File: config.mk
export PLATFORM = sky130hd
export DESIGN_NAME = fp_panel_seq
export DESIGN_NICKNAME = d
export VERILOG_FILES = /design/src/rtl/fp_panel_pkg.sv /design/src/rtl/fp_runstep_ctl.sv /design/src/rtl/fp_jam_seq.sv /design/src/rtl/fp_panel_seq.sv
export SDC_FILE = /design/constraint.sdc
export NUM_CORES = 1
export LEC_CHECK = 0
export ABC_AREA = 1
export BUFFER_PORTS_ARGS = -buffer_cell sky130_fd_sc_hd__buf_2
export CAP_MARGIN = 20
export CORE_ASPECT_RATIO = 1.1
export CORE_UTILIZATION = 40
export DETAILED_ROUTE_END_ITERATION = 10
export PLACE_DENSITY = 0.8
export SETUP_SLACK_MARGIN = 0.5
export SYNTH_ARGS = -nofsm -noshare
export SYNTH_HDL_FRONTEND = slang
export SYNTH_SLANG_ARGS = --single-unit
File: constraint.sdc
create_clock -name clk -period 2.2 [get_ports clk]
set_clock_uncertainty 0.2 [all_clocks]
set_input_delay 0.33 -clock clk [delete_from_list [all_inputs] [get_ports clk]]
set_output_delay 0.33 -clock clk [all_outputs]
set_load 0.01 [all_outputs]
File: src/rtl/fp_panel_pkg.sv
package fp_panel_pkg;

    localparam int DW = 8;
    localparam int AW = 2 * DW;

    // jump opcode: idle-high bus with a run of lines pulled low
    localparam int PULL_LSB = 2;
    localparam int PULL_MSB = 5;
    localparam logic [DW-1:0] JMP_PULL_MASK =
        DW'(((1 << (PULL_MSB - PULL_LSB + 1)) - 1) << PULL_LSB);
    localparam logic [DW-1:0] JMP_OPCODE = ~JMP_PULL_MASK;
    localparam logic [DW-1:0] NOP_OPCODE = '0;

    typedef enum logic [1:0] {
        STEP_IDLE    = 2'd0,
        STEP_OPCODE  = 2'd1,
        STEP_ADDR_LO = 2'd2,
        STEP_ADDR_HI = 2'd3
    } exam_step_e;

endpackage

File: src/rtl/fp_runstep_ctl.sv
module fp_runstep_ctl (
    input  logic clk,
    input  logic rst_n,
    input  logic stopped,
    input  logic sw_run,
    input  logic sw_stop,
    input  logic sw_step,
    input  logic cpu_sync,
    input  logic cpu_phi2,
    input  logic cpu_m1,
    output logic run_o,
    output logic step_o
);

    typedef struct packed {
        logic run;
        logic stop_req;
        logic step;
        logic sync_prev;
    } rs_state_t;

    rs_state_t st_q, st_d;

    logic stop_window;
    logic sync_rise;

    assign stop_window = cpu_sync & cpu_phi2 & cpu_m1;
    assign sync_rise   = cpu_sync & ~st_q.sync_prev;

    always_comb begin
        st_d           = st_q;
        st_d.sync_prev = cpu_sync;

        if (stopped && sw_run) begin
            st_d.run = 1'b1;
        end else if (st_q.run) begin
            if ((st_q.stop_req || sw_stop) && stop_window) begin
                st_d.run      = 1'b0;
                st_d.stop_req = 1'b0;
            end else if (sw_stop) begin
                st_d.stop_req = 1'b1;
            end
        end

        if (stopped && sw_step) begin
            st_d.step = 1'b1;
        end else if (st_q.step && sync_rise) begin
            st_d.step = 1'b0;
        end
    end

    always_ff @(posedge clk or negedge rst_n) begin
        if (!rst_n) st_q <= '0;
        else        st_q <= st_d;
    end

    assign run_o  = st_q.run;
    assign step_o = st_q.step;

    AST_STOP_AT_FETCH: assert property (@(posedge clk) disable iff (!rst_n)
        $fell(st_q.run) |-> $past(cpu_sync && cpu_phi2 && cpu_m1));

    AST_STEP_ENDS_ON_SYNC: assert property (@(posedge clk) disable iff (!rst_n)
        $fell(st_q.step) |-> $past(cpu_sync));

endmodule

File: src/rtl/fp_jam_seq.sv
module fp_jam_seq
    import fp_panel_pkg::*;
(
    input  logic          clk,
    input  logic          rst_n,
    input  logic          stopped,
    input  logic          sw_exam,
    input  logic          sw_exnext,
    input  logic          sw_dep,
    input  logic          sw_depnext,
    input  logic          cpu_dbin,
    input  logic [AW-1:0] addr_sw,
    input  logic [DW-1:0] data_sw,
    output logic          exam_o,
    output logic          exnext_o,
    output logic          busy_o,
    output logic [DW-1:0] jam_data,
    output logic          jam_en,
    output logic          mem_wr
);

    typedef struct packed {
        logic       exam;
        exam_step_e cnt;
        logic       exnext;
        logic       dep_pend;
        logic       wr;
        logic       dbin_prev;
    } js_state_t;

    js_state_t st_q, st_d;

    logic dbin_fall;
    assign dbin_fall = st_q.dbin_prev & ~cpu_dbin;

    always_comb begin
        st_d           = st_q;
        st_d.dbin_prev = cpu_dbin;
        st_d.wr        = 1'b0;

        if (stopped) begin
            if (sw_exam) begin
                st_d.exam = 1'b1;
                st_d.cnt  = STEP_OPCODE;
            end else if (sw_exnext) begin
                st_d.exnext = 1'b1;
            end else if (sw_depnext) begin
                st_d.exnext   = 1'b1;
                st_d.dep_pend = 1'b1;
            end else if (sw_dep) begin
                st_d.wr = 1'b1;
            end
        end

        if (st_q.exam && dbin_fall) begin
            if (st_q.cnt == STEP_ADDR_HI) begin
                st_d.exam = 1'b0;
                st_d.cnt  = STEP_IDLE;
            end else begin
                st_d.cnt = exam_step_e'(st_q.cnt + 2'd1);
            end
        end

        if (st_q.exnext && dbin_fall) begin
            st_d.exnext = 1'b0;
            if (st_q.dep_pend) begin
                st_d.dep_pend = 1'b0;
                st_d.wr       = 1'b1;
            end
        end
    end

    always_ff @(posedge clk or negedge rst_n) begin
        if (!rst_n) st_q <= '0;
        else        st_q <= st_d;
    end

    always_comb begin
        jam_data = '1;
        if (st_q.wr) begin
            jam_data = data_sw;
        end else if (st_q.exnext) begin
            jam_data = NOP_OPCODE;
        end else if (st_q.exam) begin
            case (st_q.cnt)
                STEP_OPCODE:  jam_data = JMP_OPCODE;
                STEP_ADDR_LO: jam_data = addr_sw[DW-1:0];
                STEP_ADDR_HI: jam_data = addr_sw[AW-1:DW];
                default:      jam_data = '1;
            endcase
        end
    end

    assign jam_en   = (st_q.exam | st_q.exnext) & cpu_dbin;
    assign mem_wr   = st_q.wr;
    assign exam_o   = st_q.exam;
    assign exnext_o = st_q.exnext;
    assign busy_o   = st_q.exam | st_q.exnext | st_q.dep_pend | st_q.wr;

    AST_EXAM_ENDS_AFTER_HI: assert property (@(posedge clk) disable iff (!rst_n)
        $fell(st_q.exam) |-> $past(st_q.cnt == STEP_ADDR_HI));

    AST_WR_SINGLE: assert property (@(posedge clk) disable iff (!rst_n)
        st_q.wr |=> !st_q.wr);

    AST_WR_SOURCE: assert property (@(posedge clk) disable iff (!rst_n)
        $rose(st_q.wr) |-> $past(stopped || (st_q.exnext && st_q.dep_pend)));

endmodule

File: src/rtl/fp_panel_seq.sv
module fp_panel_seq
    import fp_panel_pkg::*;
(
    input  logic          clk,
    input  logic          rst_n,
    input  logic          sw_run,
    input  logic          sw_stop,
    input  logic          sw_step,
    input  logic          sw_exam,
    input  logic          sw_exnext,
    input  logic          sw_dep,
    input  logic          sw_depnext,
    input  logic          cpu_sync,
    input  logic          cpu_phi2,
    input  logic          cpu_m1,
    input  logic          cpu_dbin,
    input  logic [AW-1:0] addr_sw,
    input  logic [DW-1:0] data_sw,
    output logic          cpu_ready,
    output logic [DW-1:0] jam_data,
    output logic          jam_en,
    output logic          mem_wr,
    output logic          run_ind,
    output logic          step_ind
);

    logic run_w, step_w, exam_w, exnext_w, seq_busy_w;
    logic stopped;

    assign stopped = ~(run_w | step_w | seq_busy_w);

    fp_runstep_ctl i_runstep (
        .clk      (clk),
        .rst_n    (rst_n),
        .stopped  (stopped),
        .sw_run   (sw_run),
        .sw_stop  (sw_stop),
        .sw_step  (sw_step),
        .cpu_sync (cpu_sync),
        .cpu_phi2 (cpu_phi2),
        .cpu_m1   (cpu_m1),
        .run_o    (run_w),
        .step_o   (step_w)
    );

    fp_jam_seq i_jamseq (
        .clk        (clk),
        .rst_n      (rst_n),
        .stopped    (stopped),
        .sw_exam    (sw_exam),
        .sw_exnext  (sw_exnext),
        .sw_dep     (sw_dep),
        .sw_depnext (sw_depnext),
        .cpu_dbin   (cpu_dbin),
        .addr_sw    (addr_sw),
        .data_sw    (data_sw),
        .exam_o     (exam_w),
        .exnext_o   (exnext_w),
        .busy_o     (seq_busy_w),
        .jam_data   (jam_data),
        .jam_en     (jam_en),
        .mem_wr     (mem_wr)
    );

    assign cpu_ready = run_w | step_w | exam_w | exnext_w;
    assign run_ind   = run_w;
    assign step_ind  = step_w;

    AST_READY_EXCLUSIVE: assert property (@(posedge clk) disable iff (!rst_n)
        $onehot0({run_w, step_w, exam_w, exnext_w}));

    AST_WR_WHILE_HELD: assert property (@(posedge clk) disable iff (!rst_n)
        mem_wr |-> !cpu_ready);

endmodule

# Word-level counts from Yosys, hierarchy flattened
# Index checks and enable logic that the tools add are counted.
dict set report word_totals {
  reg_bits 11
  inputBits 37
}
dict set report op_classes {
  n_addsub 1
  eq_ne 6
  mux 24
  bitwise 16
  reduce_logical 14
}
# op n
set op_table {}
lappend op_table {{8-bit 2-to-1 mux} 3}
lappend op_table {{8-bit one-hot mux with 3 select lines} 1}
lappend op_table {{3-bit 2-to-1 mux} 4}
lappend op_table {{1-bit 2-to-1 mux} 10}
lappend op_table {{2-bit 2-to-1 mux} 5}
lappend op_table {{1-bit OR} 7}
lappend op_table {{1-bit logical AND} 6}
lappend op_table {{6-bit 2-to-1 mux} 1}
lappend op_table {{2-bit by 1-bit inequality test with 1-bit output (second input constant)} 3}
lappend op_table {{3-bit AND reduction} 2}
lappend op_table {{2-bit nonzero test} 3}
lappend op_table {{1-bit AND} 5}
lappend op_table {{2-bit equality test (second input constant)} 2}
lappend op_table {{1-bit inverter} 4}
lappend op_table {{3-bit nonzero test} 1}
lappend op_table {{2-bit by 1-bit adder with 2-bit output (second input constant)} 1}
lappend op_table {{2-bit by 1-bit equality test with 1-bit output (second input constant)} 1}
lappend op_table {{2-bit AND reduction} 1}
lappend op_table {{1-bit logical OR} 1}

# Logic depth before layout (Yosys ltp)
# Gate-level depths: netlist of run 1.
dict set report depth {
  depth_word 8
  ltp_mapped 9
  mapped_depth_nobuf 8
}

# Cells and area by module
# From an unflattened synthesis of run 1, not the netlist that was laid out.
dict set report hier_totals {
  hier_cells 139
  hier_area_um2 838.3
}
# mod instances cells_each area_each_um2
set by_module_without_submodules {}
lappend by_module_without_submodules {fp_jam_seq 1 110 635.6}
lappend by_module_without_submodules {fp_runstep_ctl 1 22 173.9}
lappend by_module_without_submodules {fp_panel_seq 1 7 28.8}

# Worst setup path before layout of run 1
# Ideal clock, no wire load.
dict set report synth_timing {
  path_kind {register -> output}
  from {register i_jamseq.st_q[4] (netlist name)}
  to {output port jam_data[2]}
  arrival_ns 1.214
  required_time_ns 1.670
  path_slack_ns 0.456
  path_stages_with_launch 6
  path_cell_list {dfrtp_1 -> inv_1 -> ha_1 -> clkbuf_1 -> a21oi_1 -> o21ai_0}
}
dict set report synth_via {
  elab_chain_len 5
}
# element line
set synth_lines {}
lappend synth_lines {{start, declared} fp_jam_seq.sv:31} ;# js_state_t st_q, st_d;
lappend synth_lines {{start signal, assigned} fp_jam_seq.sv:75} ;# else st_q <= st_d;
lappend synth_lines {{2-bit equality test / 2-bit by 1-bit equality test with 1-bit output (equally long branches)} fp_jam_seq.sv:85} ;# case (st_q.cnt)
lappend synth_lines {{8-bit one-hot mux with 3 select lines (*)} fp_jam_seq.sv:85}
lappend synth_lines {{8-bit 2-to-1 mux (*)} fp_jam_seq.sv:84} ;# end else if (st_q.exam) begin
lappend synth_lines {{8-bit 2-to-1 mux (*)} fp_jam_seq.sv:82} ;# end else if (st_q.exnext) begin
lappend synth_lines {{8-bit 2-to-1 mux (*)} fp_jam_seq.sv:80} ;# if (st_q.wr) begin
lappend synth_lines {{end, declared} fp_panel_seq.sv:20} ;# output logic [DW-1:0] jam_data,
# Every way passes the cells marked *; elsewhere a longest branch is shown, timed or not.

# Worst setup path in the final report of run 1
dict set report layout_timing {
  from {register i_jamseq.st_q[5] (netlist name)}
  to {output port jam_data[1]}
}
# Same word-level chain as after synthesis.

==> impl_metrics.csv, run 1 <==
group,metric,value,unit
outcome,status,"finished, final reports clean",
die,effective_utilization_at_floorplan,42.1,%
finish,mostFrequentLayoutCell,"buf_2",
sta,final_min_period_over_clock_period,93.9,%
yosys,synth_top_cells_by_area,"dfrtp_1 33%, nand2_1 23%, nand3_1 6.0%",
finish,fin_util,65.5,%
sta,hold_ws,0.0664,ns
global_route,grt_first_pass_wirelength,3.17,mm
worst_setup_path,path_cells,"inv_2 > ha_2 > inv_2 > nand2_2 > a21oi_4 > nand2_1 > nand2_1 > nand2_1 > buf_2",
finish,instances_no_fill,216,
sta,fin_tns_setup,0,ns
finish,fill_cells,201,
cts,ctsLongestPathBuffers,2,
worst_setup_path,setup.worst_path.class,"reg2out",
yosys,yosysTopAreaCellShare,32.7,%
worst_setup_path,max_stage_delay,0.43,ns
sta,report.final.hold_viol_count,0,
finish,num_antenna_cells,0,
finish,drive_above_1_share,46.8,%
yosys,postSynthRegisterBits,11,
worst_setup_path,timing.rr.start,"i_jamseq.exam_o$_DFF_PN0_",
global_route,antenna_found_initial,0,
cts,cts_buffers,3,
yosys,ys.warnings.count,0,
worst_setup_path,cp-start-kind,"flip-flop",
die,fp-row-count,17,
detailed_routing,detail_route.drc_violations,0,
placed_design,numPortBuffers,49,
worst_setup_path,worstSetupEndpoint,"jam_data[1]",
power,power.switching,0.767,mW
power,share_clk_of_total_power,8.1,%
detailed_routing,wl_per_cell,10.9,µm
cts,cts_tree,"done",
cts,ctsRootBufferMaster,"clkbuf_4",
power,power.share.sequential,22.8,%
power,power_per_cell_area,1260,nW/µm²
detailed_routing,vias_per_cell,4.75,
worst_setup_path,arrival,1.54,ns
placed_design,detailed_place_hpwl,1.63,mm
yosys,synth_area_per_cell,6.78,µm²
die,boundaryPins,50,
sta,final-max-slew-violation-count,0,
yosys,ys_seq_area_share,32.7,%
power,ir_worst_vdd,0.756,mV
worst_setup_path,cell_depth_of_the_worst_flop_to_flop_path,8,
detailed_routing,totalWireLength,2.35,mm
worst_setup_path,reg_to_reg_slack_setup,0.65,ns
worst_setup_path,critical-path-slowest-cell,"dfrtp_2",
global_route,first_global_vias,863,
sta,unrepaired_setup_endpoints_after_global_routing,"true",
yosys,syn_area,841,µm²
power,power.combinational.fraction,69.1,%
global_route,grt_max_degree,12,
die,dieWidth,45.7,µm
yosys,syn-num-nets,164,
yosys,synthesis.instances,124,
placed_design,dp_slack,0.299,ns
die,floorplan.core_area,2000,µm²
sta,fmax,484,MHz
worst_setup_path,largest_driver_fanout_on_the_critical_path,5,
detailed_routing,routed-via-count,1026,
global_route,track_usage,19.1,%
yosys,ys_types,23,
finish,area_delta_synth_final,55.8,%
worst_setup_path,worst-endpoint-required,1.67,ns
yosys,synth_area_leader_cell,"dfrtp_1",
min_path,hold_path.class,"in2reg",
die,die_h,50.1,µm
cts,insertion_delay,0.26,ns
worst_setup_path,critical_path.most_common_cell,"nand2_1",
sta,min_period,2.07,ns
worst_setup_path,endpoint_class_of_the_critical_path,"output port",
power,p_int,0.878,mW
global_route,gr-total-overflow,0,
worst_setup_path,timing.critical_path.max_delay_family,"flip-flops",
sta,max_slew.worst_pin.slew,0.356,ns
cts,tritoncts_sink_count,11,
worst_setup_path,critical_path_depth,9,
detailed_routing,first_iter_violations,8,
worst_setup_path,critPathLaunch,"i_jamseq.st_q[5]$_DFFE_PN0P_",
placed_design,final_weighted_congestion_in_routability_driven_placement,0.818,
power,p_leak,0.720,nW
detailed_routing,drt_pass1_iterations,4,
finish,finalNetCount,229,
sta,setup_viol,0,
run,drv.max_cap_violation_count,0,
sta,slew_headroom,76.3,%
worst_setup_path,critical_path.reg2reg.endpoint,"i_jamseq.st_q[5]$_DFFE_PN0P_",
placed_design,number_of_placed_cells_counting_well_taps,197,
power,net_switching_fraction_of_the_power,46.6,%
die,dieArea,2290,µm²
cts,cts-htree-levels,1,
cts,path_clk_slew,0.07,ns
finish,mostFrequentLayoutCells,"48 x buf_2, 47 x nand2_1, 10 x nand3_1",
worst_setup_path,cp.buffers_inverters,3,
sta,worst_slack,0.134,ns
detailed_routing,antenna_left,0,
flip-flops by register name, summed over array words and instances, names as in the netlist:
signal,flops
i_jamseq.exam_o,1
i_runstep.step_o,1
i_runstep.st_q,2
i_jamseq.st_q,4
i_jamseq.exnext_o,1
i_jamseq.mem_wr,1
i_runstep.run_o,1
worst min-delay path by stage:
| stage | slack, ns | from | end | depth (start not counted) |
|---|---|---|---|---|
| floorplan | -0.17 | rst_n | i_jamseq.exam_o$_DFF_PN0_ | 0 |
| global placement | 0.006 | rst_n | i_runstep.step_o$_DFFE_PN0P_ | 1 |
| detailed placement | 0.01 | rst_n | i_runstep.step_o$_DFFE_PN0P_ | 1 |
| CTS | 0.06 | sw_step | i_runstep.step_o$_DFFE_PN0P_ | 3 |
| global route | 0.08 | sw_run | i_runstep.run_o$_DFF_PN0_ | 3 |
| finish | 0.07 | sw_step | i_runstep.step_o$_DFFE_PN0P_ | 3 |
power by group through the flow:
stage | sequential (mW) | clock (mW) | combinational [mW]
3_3_place_gp | 0.376 | 0 | 0.823
5_1_grt | 0.387 | 0.148 | 1.24
3_5_place_dp | 0.382 | 0 | 0.836
2_1_floorplan | 0.353 | 0 | 0.613
6_report | 0.375 | 0.133 | 1.14
4_1_cts | 0.379 | 0.138 | 0.992
through the flow:
stage	cell area, µm²	power, mW
final	1310	1.64
after global routing	1310	1.78
after CTS	1230	1.51
after detailed placement	1090	1.22
after global placement	1090	1.20
after floorplan	842	0.966
worst min-delay path: cells and delay by family:
family / cells / cell delay (ns)
simple gates: 2 / 0.10
buf+inv: 1 / 0.07
repair_timing:
item | 4_1_cts | 5_1_grt
gates resized for setup | 11 | 10
setup endpoints to repair | 9 | 9
hold endpoints to repair | 13 | 0
buffers inserted | 7 | 5
hold buffers | 3 | 0
pin swaps | 4 | 7
routing by layer:
layer	GRT usage (%)	vias up	wire [µm]
met5	0	-	0
met4	8.82	0	40
met3	2.56	6	144
met2	38.3	54	1270
met1	17.2	449	896
li1	-	517	-
cells in the mapped netlist, drive strengths merged:
| library cell | instances |
|---|---|
| o21a | 1 |
| nand2 | 53 |
| o211ai | 1 |
| buf | 3 |
| o21bai | 2 |
| dfrtp | 11 |
| o21ai | 6 |
| clkbuf | 1 |
| ha | 3 |
| a21oi | 6 |
| inv | 13 |
| a21boi | 1 |
| nand3 | 10 |
| nand4 | 1 |
| nor2 | 12 |
layout make-up:
cell class	instances	area (µm²)	share of cell area (%)
multi-input cells	96	538	41.1
repair buffers	64	383	29.2
flip-flops and latches	11	279	21.3
inverters	13	48.8	3.72
well taps	28	35.0	2.67
clock buffers	4	26.3	2.01
logic make-up after synthesis:
| group | share of synthesized area (%) |
|---|---|
| fa+ha+maj | 4.46 |
| simple gates | 41.2 |
| compound gates | 12.1 |
| buf+inv | 9.52 |
| flops | 32.7 |
Note: power is estimated with default switching activity, not from simulation.
==> inputs of run 2 (changes only) <==
==> constraint.sdc (replaced) <==
create_clock -name clk -period 2.2 [get_ports clk]
set_clock_uncertainty 0.2 [all_clocks]
set_input_delay 0 -clock clk [delete_from_list [all_inputs] [get_ports clk]]
set_output_delay 0 -clock clk [all_outputs]
set_load 0.01 [all_outputs]
==> run 2 against run 1 <==
Clock power about the same. Hold slack improved by 0.022 ns. Cell area is 10% higher.
==> impl_metrics.csv, run 2 (synthesized netlist as in run 1, its figures left out) <==
group,metric,value,unit
outcome,status,"finished, final reports clean",
sta,unrepaired_setup_endpoints_after_global_routing,"true",
worst_setup_path,endpoint_class_of_the_critical_path,"output port",
global_route,antenna_found_initial,0,
power,power_per_cell_area,1190,nW/µm²
detailed_routing,routed-via-count,1101,
sta,max_slew.worst_pin.slew,0.500,ns
global_route,grt_first_pass_wirelength,3.96,mm
worst_setup_path,path_cells,"inv_4 > buf_12 > ha_4 > nand2_1 > nand2_1 > nand2_1 > nand2_1 > nand2_1 > nand2_1 > buf_2",
worst_setup_path,worst-endpoint-required,2.00,ns
sta,fin_tns_setup,0,ns
die,die_h,50.1,µm
detailed_routing,vias_per_cell,4.89,
cts,tritoncts_sink_count,11,
die,effective_utilization_at_floorplan,42.1,%
power,p_leak,0.777,nW
cts,ctsLongestPathBuffers,2,
finish,area_delta_synth_final,71.4,%
worst_setup_path,timing.critical_path.max_delay_family,"flip-flops",
sta,setup_viol,0,
sta,report.final.hold_viol_count,0,
sta,min_period,1.77,ns
detailed_routing,first_iter_violations,8,
placed_design,detailed_place_hpwl,1.63,mm
finish,mostFrequentLayoutCell,"buf_2",
die,dieWidth,45.7,µm
detailed_routing,totalWireLength,2.70,mm
min_path,hold_path.class,"in2out",
cts,ctsRootBufferMaster,"clkbuf_4",
detailed_routing,detail_route.drc_violations,0,
die,fp-row-count,17,
worst_setup_path,cp.buffers_inverters,3,
placed_design,numPortBuffers,49,
sta,final-max-slew-violation-count,0,
global_route,track_usage,23.8,%
finish,layout_top_registers,"i_jamseq.st_q (4), i_runstep.st_q (2)",
global_route,gr-total-overflow,0,
worst_setup_path,critical_path.most_common_cell,"nand2_1",
finish,fill_cells,177,
global_route,first_global_vias,1054,
worst_setup_path,max_stage_delay,0.45,ns
finish,regMostFlops,"i_jamseq.st_q",
placed_design,final_weighted_congestion_in_routability_driven_placement,0.773,
cts,cts-htree-levels,1,
finish,finalNetCount,238,
detailed_routing,wl_per_cell,12.0,µm
die,dieArea,2290,µm²
sta,fmax,564,MHz
cts,cts_tree,"done",
worst_setup_path,largest_driver_fanout_on_the_critical_path,8,
finish,mostFrequentLayoutCells,"49 x buf_2, 45 x nand2_1, 14 x dlygate4sd3_1",
cts,path_clk_slew,0.07,ns
die,boundaryPins,50,
power,ir_worst_vdd,0.717,mV
finish,largest_reg_flops,4,
detailed_routing,drt_pass1_iterations,4,
detailed_routing,antenna_left,0,
cts,insertion_delay,0.26,ns
power,p_total,1.71,mW
worst_setup_path,critical-path-slowest-cell,"dfrtp_2",
worst_setup_path,arrival,1.57,ns
worst_setup_path,setup.worst_path.class,"reg2out",
worst_setup_path,cp-start-kind,"flip-flop",
cts,cts_buffers,3,
finish,num_antenna_cells,0,
sta,final_min_period_over_clock_period,80.5,%
die,floorplan.core_area,2000,µm²
sta,slew_headroom,66.5,%
run,drv.max_cap_violation_count,0,
global_route,grt_max_degree,12,
finish,drive_above_1_share,44.2,%
[run 2: per-stage QoR]
stage | instance area (µm²) | instances | utilization, % | setup slack [ns] | hold slack, ns
floorplan | 841 | 124 | - | 0.786 | -0.496
global placement | 1090 | 197 | 54.5 | 0.656 | -0.326
detailed placement | 1090 | 197 | 54.5 | 0.574 | -0.319
CTS | 1370 | 222 | 68.4 | 0.492 | 0.0892
global route | 1440 | 225 | 72.1 | 0.332 | 0.118
finish | 1440 | 225 | 72.1 | 0.428 | 0.0886
[run 2: what timing repair did]
action                                  CTS  global route
buffers inserted                          6             3
pin swaps                                 4            11
endpoints found under the setup margin    8             9
endpoints found under the hold margin    22             0
resized for setup                        14            18
hold buffers                             15             0
[run 2: layout make-up]
type / instances / area, µm² / share of cell area, %
Tap cell: 28 / 35.0 / 2.43
Clock buffer: 4 / 26.3 / 1.82
Timing Repair Buffer: 73 / 482 / 33.4
Multi-Input combinational cell: 96 / 564 / 39.1
Sequential cell: 11 / 278 / 19.3
Inverter: 13 / 56.3 / 3.91
[run 2: power breakdown]
part	switching [mW]	internal, mW
combinational	0.620	0.558
clock	0.0652	0.0701
sequential	0.122	0.276
[run 2: final timing paths]
path | endpoint | slack, ns | cells past startpoint | startpoint
max reg2reg | i_runstep.run_o$_DFF_PN0_ | 0.62 | 6 | i_runstep.st_q[2]$_DFFE_PN0P_
min | jam_data[7] | 0.09 | 4 | data_sw[7]
max in group asynchronous | i_jamseq.st_q[5]$_DFFE_PN0P_ | 0.86 | 3 | rst_n
min in group asynchronous | i_runstep.step_o$_DFFE_PN0P_ | 0.57 | 3 | rst_n
max | jam_data[6] | 0.43 | 10 | i_jamseq.st_q[4]$_DFFE_PN0P_
min reg2reg | i_runstep.step_o$_DFFE_PN0P_ | 0.30 | 2 | i_runstep.st_q[0]$_DFF_PN0_
[run 2: worst register-to-register path, delay by kind of cell, from the launching register on]
kind                   cells  cell delay (ns)
and+or+nand+nor            4             0.30
DFF                        1             0.35
buffers and inverters      2             0.62
[run 2: routing by layer]
metal	up-vias	global-route usage, %	wire length [µm]
met2	63	48.6	1490
met3	8	4.03	209
li1	538	-	-
met4	0	10.8	51
met5	-	0	0
met1	492	20.3	952
==> inputs of run 3 (changes only) <==
--- a/config.mk
+++ b/config.mk
@@ -5,13 +5,13 @@
 export SDC_FILE = /design/constraint.sdc
 export NUM_CORES = 1
 export LEC_CHECK = 0
-export ABC_AREA = 1
+export ABC_AREA = 0
 export BUFFER_PORTS_ARGS = -buffer_cell sky130_fd_sc_hd__buf_2
 export CAP_MARGIN = 20
 export CORE_ASPECT_RATIO = 1.1
 export CORE_UTILIZATION = 40
 export DETAILED_ROUTE_END_ITERATION = 10
-export PLACE_DENSITY = 0.8
+export PLACE_DENSITY = 0.83
 export SETUP_SLACK_MARGIN = 0.5
 export SYNTH_ARGS = -nofsm -noshare
 export SYNTH_HDL_FRONTEND = slang
==> constraint.sdc (replaced) <==
create_clock -name clk -period 1.8 [get_ports clk]
set_clock_uncertainty 0.2 [all_clocks]
set_input_delay 0 -clock clk [delete_from_list [all_inputs] [get_ports clk]]
set_output_delay 0 -clock clk [all_outputs]
set_load 0.01 [all_outputs]
==> run 3 against run 2 <==
The run now ends with setup timing left. Sequential power up 8.5%. Via count fell by 13%. Register-to-register slack worse by 0.58 ns. Die area shrank 13%. Sequential share of layout area is 1.3 points higher. Non-clock buffer count up 4. Largest power group unchanged. Synthesized cell count down 41%. Highest routed layer unchanged. Hold slack gained 0.0043 ns. Combinational power grew 11%. Flip-flop and latch count unchanged. Clock-buffer cell count unchanged.
==> impl_metrics.csv, run 3 <==
group,metric,value,unit
finish,finalNetCount,192,
finish,mostFrequentLayoutCell,"buf_2",
power,p_int,1.13,mW
yosys,synthesized_area_fraction_occupied_by_xor_and_xnor_cells,0,%
placed_design,detailed_place_hpwl,1.45,mm
global_route,grt_first_pass_wirelength,3.71,mm
yosys,ys_types,28,
outcome,status,"finished, violations left",
finish,layout_top_registers,"i_jamseq.st_q (4), i_runstep.st_q (2)",
sta,slew_headroom,76.4,%
sta,worst_slack,-0.0474,ns
yosys,synth-async-reset-ratio,100,%
yosys,synth_top_cells_by_area,"dfrtp_1 38%, a22o_1 12%, ha_1 5.2%",
yosys,yosysTopAreaCellShare,37.9,%
finish,regMostFlops,"i_jamseq.st_q",
cts,path_clk_slew,0.07,ns
sta,fin_tns_setup,-0.132,ns
finish,largest_reg_flops,4,
cts,ctsRootBufferMaster,"clkbuf_4",
yosys,syn-num-nets,113,
die,floorplan.core_area,1630,µm²
cts,tritoncts_sink_count,11,
worst_setup_path,worst-endpoint-required,1.60,ns
yosys,leading_post_synthesis_cells_by_instance_count,"11 x dfrtp_1, 10 x a22o_1, 6 x inv_1, 6 x nand2_1, 5 x nor2_1",
detailed_routing,totalWireLength,2.49,mm
worst_setup_path,endpoint_class_of_the_critical_path,"output port",
yosys,ys.warnings.count,0,
sta,unrepaired_setup_endpoints_after_global_routing,"true",
sta,fmax,541,MHz
detailed_routing,antenna_left,0,
global_route,antenna_found_initial,0,
yosys,synth_top_family_by_area,"compound AO/OA/AOI/OAI gates",
worst_setup_path,cp.buffers_inverters,2,
detailed_routing,first_iter_violations,22,
detailed_routing,drt_pass1_iterations,4,
worst_setup_path,cp-start-kind,"flip-flop",
yosys,ys_seq_area_share,37.9,%
yosys,synth_edf_count,0,
power,p_leak,0.670,nW
sta,final-max-slew-violation-count,0,
global_route,track_usage,26.0,%
yosys,synthFlopType,"dfrtp_1",
yosys,synth_area_per_cell,9.94,µm²
yosys,synth_most_common_cell,"dfrtp_1",
worst_setup_path,critical-path-slowest-cell,"dfrtp_1",
placed_design,numPortBuffers,49,
worst_setup_path,path_cells,"buf_6 > ha_4 > a221o_1 > a22o_1 > buf_2",
sta,min_period,1.85,ns
cts,cts-htree-levels,1,
run,drv.max_cap_violation_count,0,
detailed_routing,routed-via-count,962,
worst_setup_path,max_stage_delay,0.42,ns
yosys,synth-simple-area-share,18.6,%
global_route,gr-total-overflow,0,
die,dieWidth,42.6,µm
worst_setup_path,largest_driver_fanout_on_the_critical_path,9,
worst_setup_path,setup.worst_path.class,"reg2out",
cts,ctsLongestPathBuffers,2,
finish,multi_input_area,488,µm²
yosys,synth-adder-area-share,5.17,%
yosys,postSynthRegisterBits,11,
finish,drive_above_1_share,54.3,%
power,share_clk_of_total_power,9.1,%
cts,cts_buffers,3,
placed_design,final_weighted_congestion_in_routability_driven_placement,0.682,
die,die_h,46.7,µm
die,fp-row-count,15,
power,power.switching,0.786,mW
power,net_switching_fraction_of_the_power,41.0,%
cts,insertion_delay,0.27,ns
sta,setup_viol,5,
yosys,synth-compound-area-share,33.6,%
power,ir_worst_vdd,1.06,mV
finish,area_delta_synth_final,85.2,%
worst_setup_path,timing.critical_path.max_delay_family,"compound AO/OA/AOI/OAI gates",
yosys,post_synth_mux_area_share,0,%
min_path,hold_path.class,"in2out",
die,dieArea,1990,µm²
global_route,first_global_vias,877,
yosys,synth_area_leader_cell,"dfrtp_1",
power,power.combinational.fraction,68.4,%
finish,regArea,277,µm²
sta,max_slew.worst_pin.slew,0.354,ns
outcome,failing_checks,"setup timing",
finish,mostFrequentLayoutCells,"48 x buf_2, 13 x dlygate4sd3_1, 11 x buf_4",
finish,fill_cells,99,
worst_setup_path,arrival,1.65,ns
global_route,grt_max_degree,12,
detailed_routing,vias_per_cell,5.73,
power,power_per_cell_area,1430,nW/µm²
yosys,syn_area,726,µm²
detailed_routing,detail_route.drc_violations,0,
die,boundaryPins,50,
placed_design,dpl-instance-area,1020,µm²
cts,cts_tree,"done",
detailed_routing,wl_per_cell,14.8,µm
sta,report.final.hold_viol_count,0,
power,power.share.sequential,22.5,%
yosys,synthesis.instances,73,
sta,final_min_period_over_clock_period,103,%
finish,num_antenna_cells,0,
die,effective_utilization_at_floorplan,44.4,%
finish,final_design_area_no_fill,1340,µm²
-- run 3: path summary, 6_finish.rpt --
check	start	end	slack [ns]	depth (start not counted)
max	i_jamseq.st_q[5]$_DFFE_PN0P_	jam_data[4]	-0.05	5
min	data_sw[6]	jam_data[6]	0.09	4
max reg2reg	i_runstep.step_o$_DFFE_PN0P_	i_jamseq.exam_o$_DFF_PN0_	0.04	3
min reg2reg	i_runstep.st_q[2]$_DFFE_PN0P_	i_runstep.st_q[2]$_DFFE_PN0P_	0.36	2
max in group asynchronous	rst_n	i_jamseq.mem_wr$_DFF_PN0_	0.70	3
min in group asynchronous	rst_n	i_runstep.step_o$_DFFE_PN0P_	0.47	3
-- run 3: what timing repair did --
action                                  in CTS  in global routing
endpoints found under the setup margin      18                 19
gates resized for setup                     13                  5
setup buffers                                8                  3
hold endpoints to repair                    20                  0
hold buffers                                13                  0
pin swaps                                    5                  3
-- run 3: per-layer routing --
layer  up-vias  wire [µm]  track usage, %
li1        448          -               -
met1       444        941            26.9
met2        66       1270            51.1
met3         4        251            6.27
met4         0         32            10.0
met5         -          0               0
-- run 3: tightest hold or removal path: stages --
cell and delay [ns]:
buf_2 0.08, a32oi_1 0.04, nand2_1 0.06, buf_2 0.12
-- run 3: final cells by class --
cell class,instances,area share [%]
well taps,17,1.58
flip-flops and latches,11,20.6
multi-input cells,53,36.3
clock buffers,4,1.96
inverters,6,1.68
repair buffers,77,37.9
-- run 3: logic make-up after synthesis --
logic type / count (synthesis)
compound gates: 29
simple gates: 21
flops: 11
buf+inv: 9
fa+ha+maj: 3
-- run 3: per-stage QoR --
step / worst slack, ns / utilization [%] / instances / power, mW / hold slack (ns)
floorplan: 0.106 / - / 73 / 1.04 / -0.496
global placement: 0.131 / 62.8 / 140 / 1.36 / -0.323
detailed placement: 0.0851 / 62.8 / 140 / 1.38 / -0.318
CTS: -0.0529 / 79.7 / 165 / 1.80 / 0.0892
global route: -0.106 / 82.3 / 168 / 2.05 / 0.118
finish: -0.0474 / 82.3 / 168 / 1.92 / 0.0929
-- run 3: power groups by stage --
stage / combinational (mW) / clock [mW] / sequential, mW
final: 1.31 / 0.174 / 0.432
after global routing: 1.42 / 0.192 / 0.436
after detailed placement: 0.956 / 0 / 0.423
after CTS: 1.21 / 0.171 / 0.420
after global placement: 0.943 / 0 / 0.414
after floorplan: 0.610 / 0 / 0.433
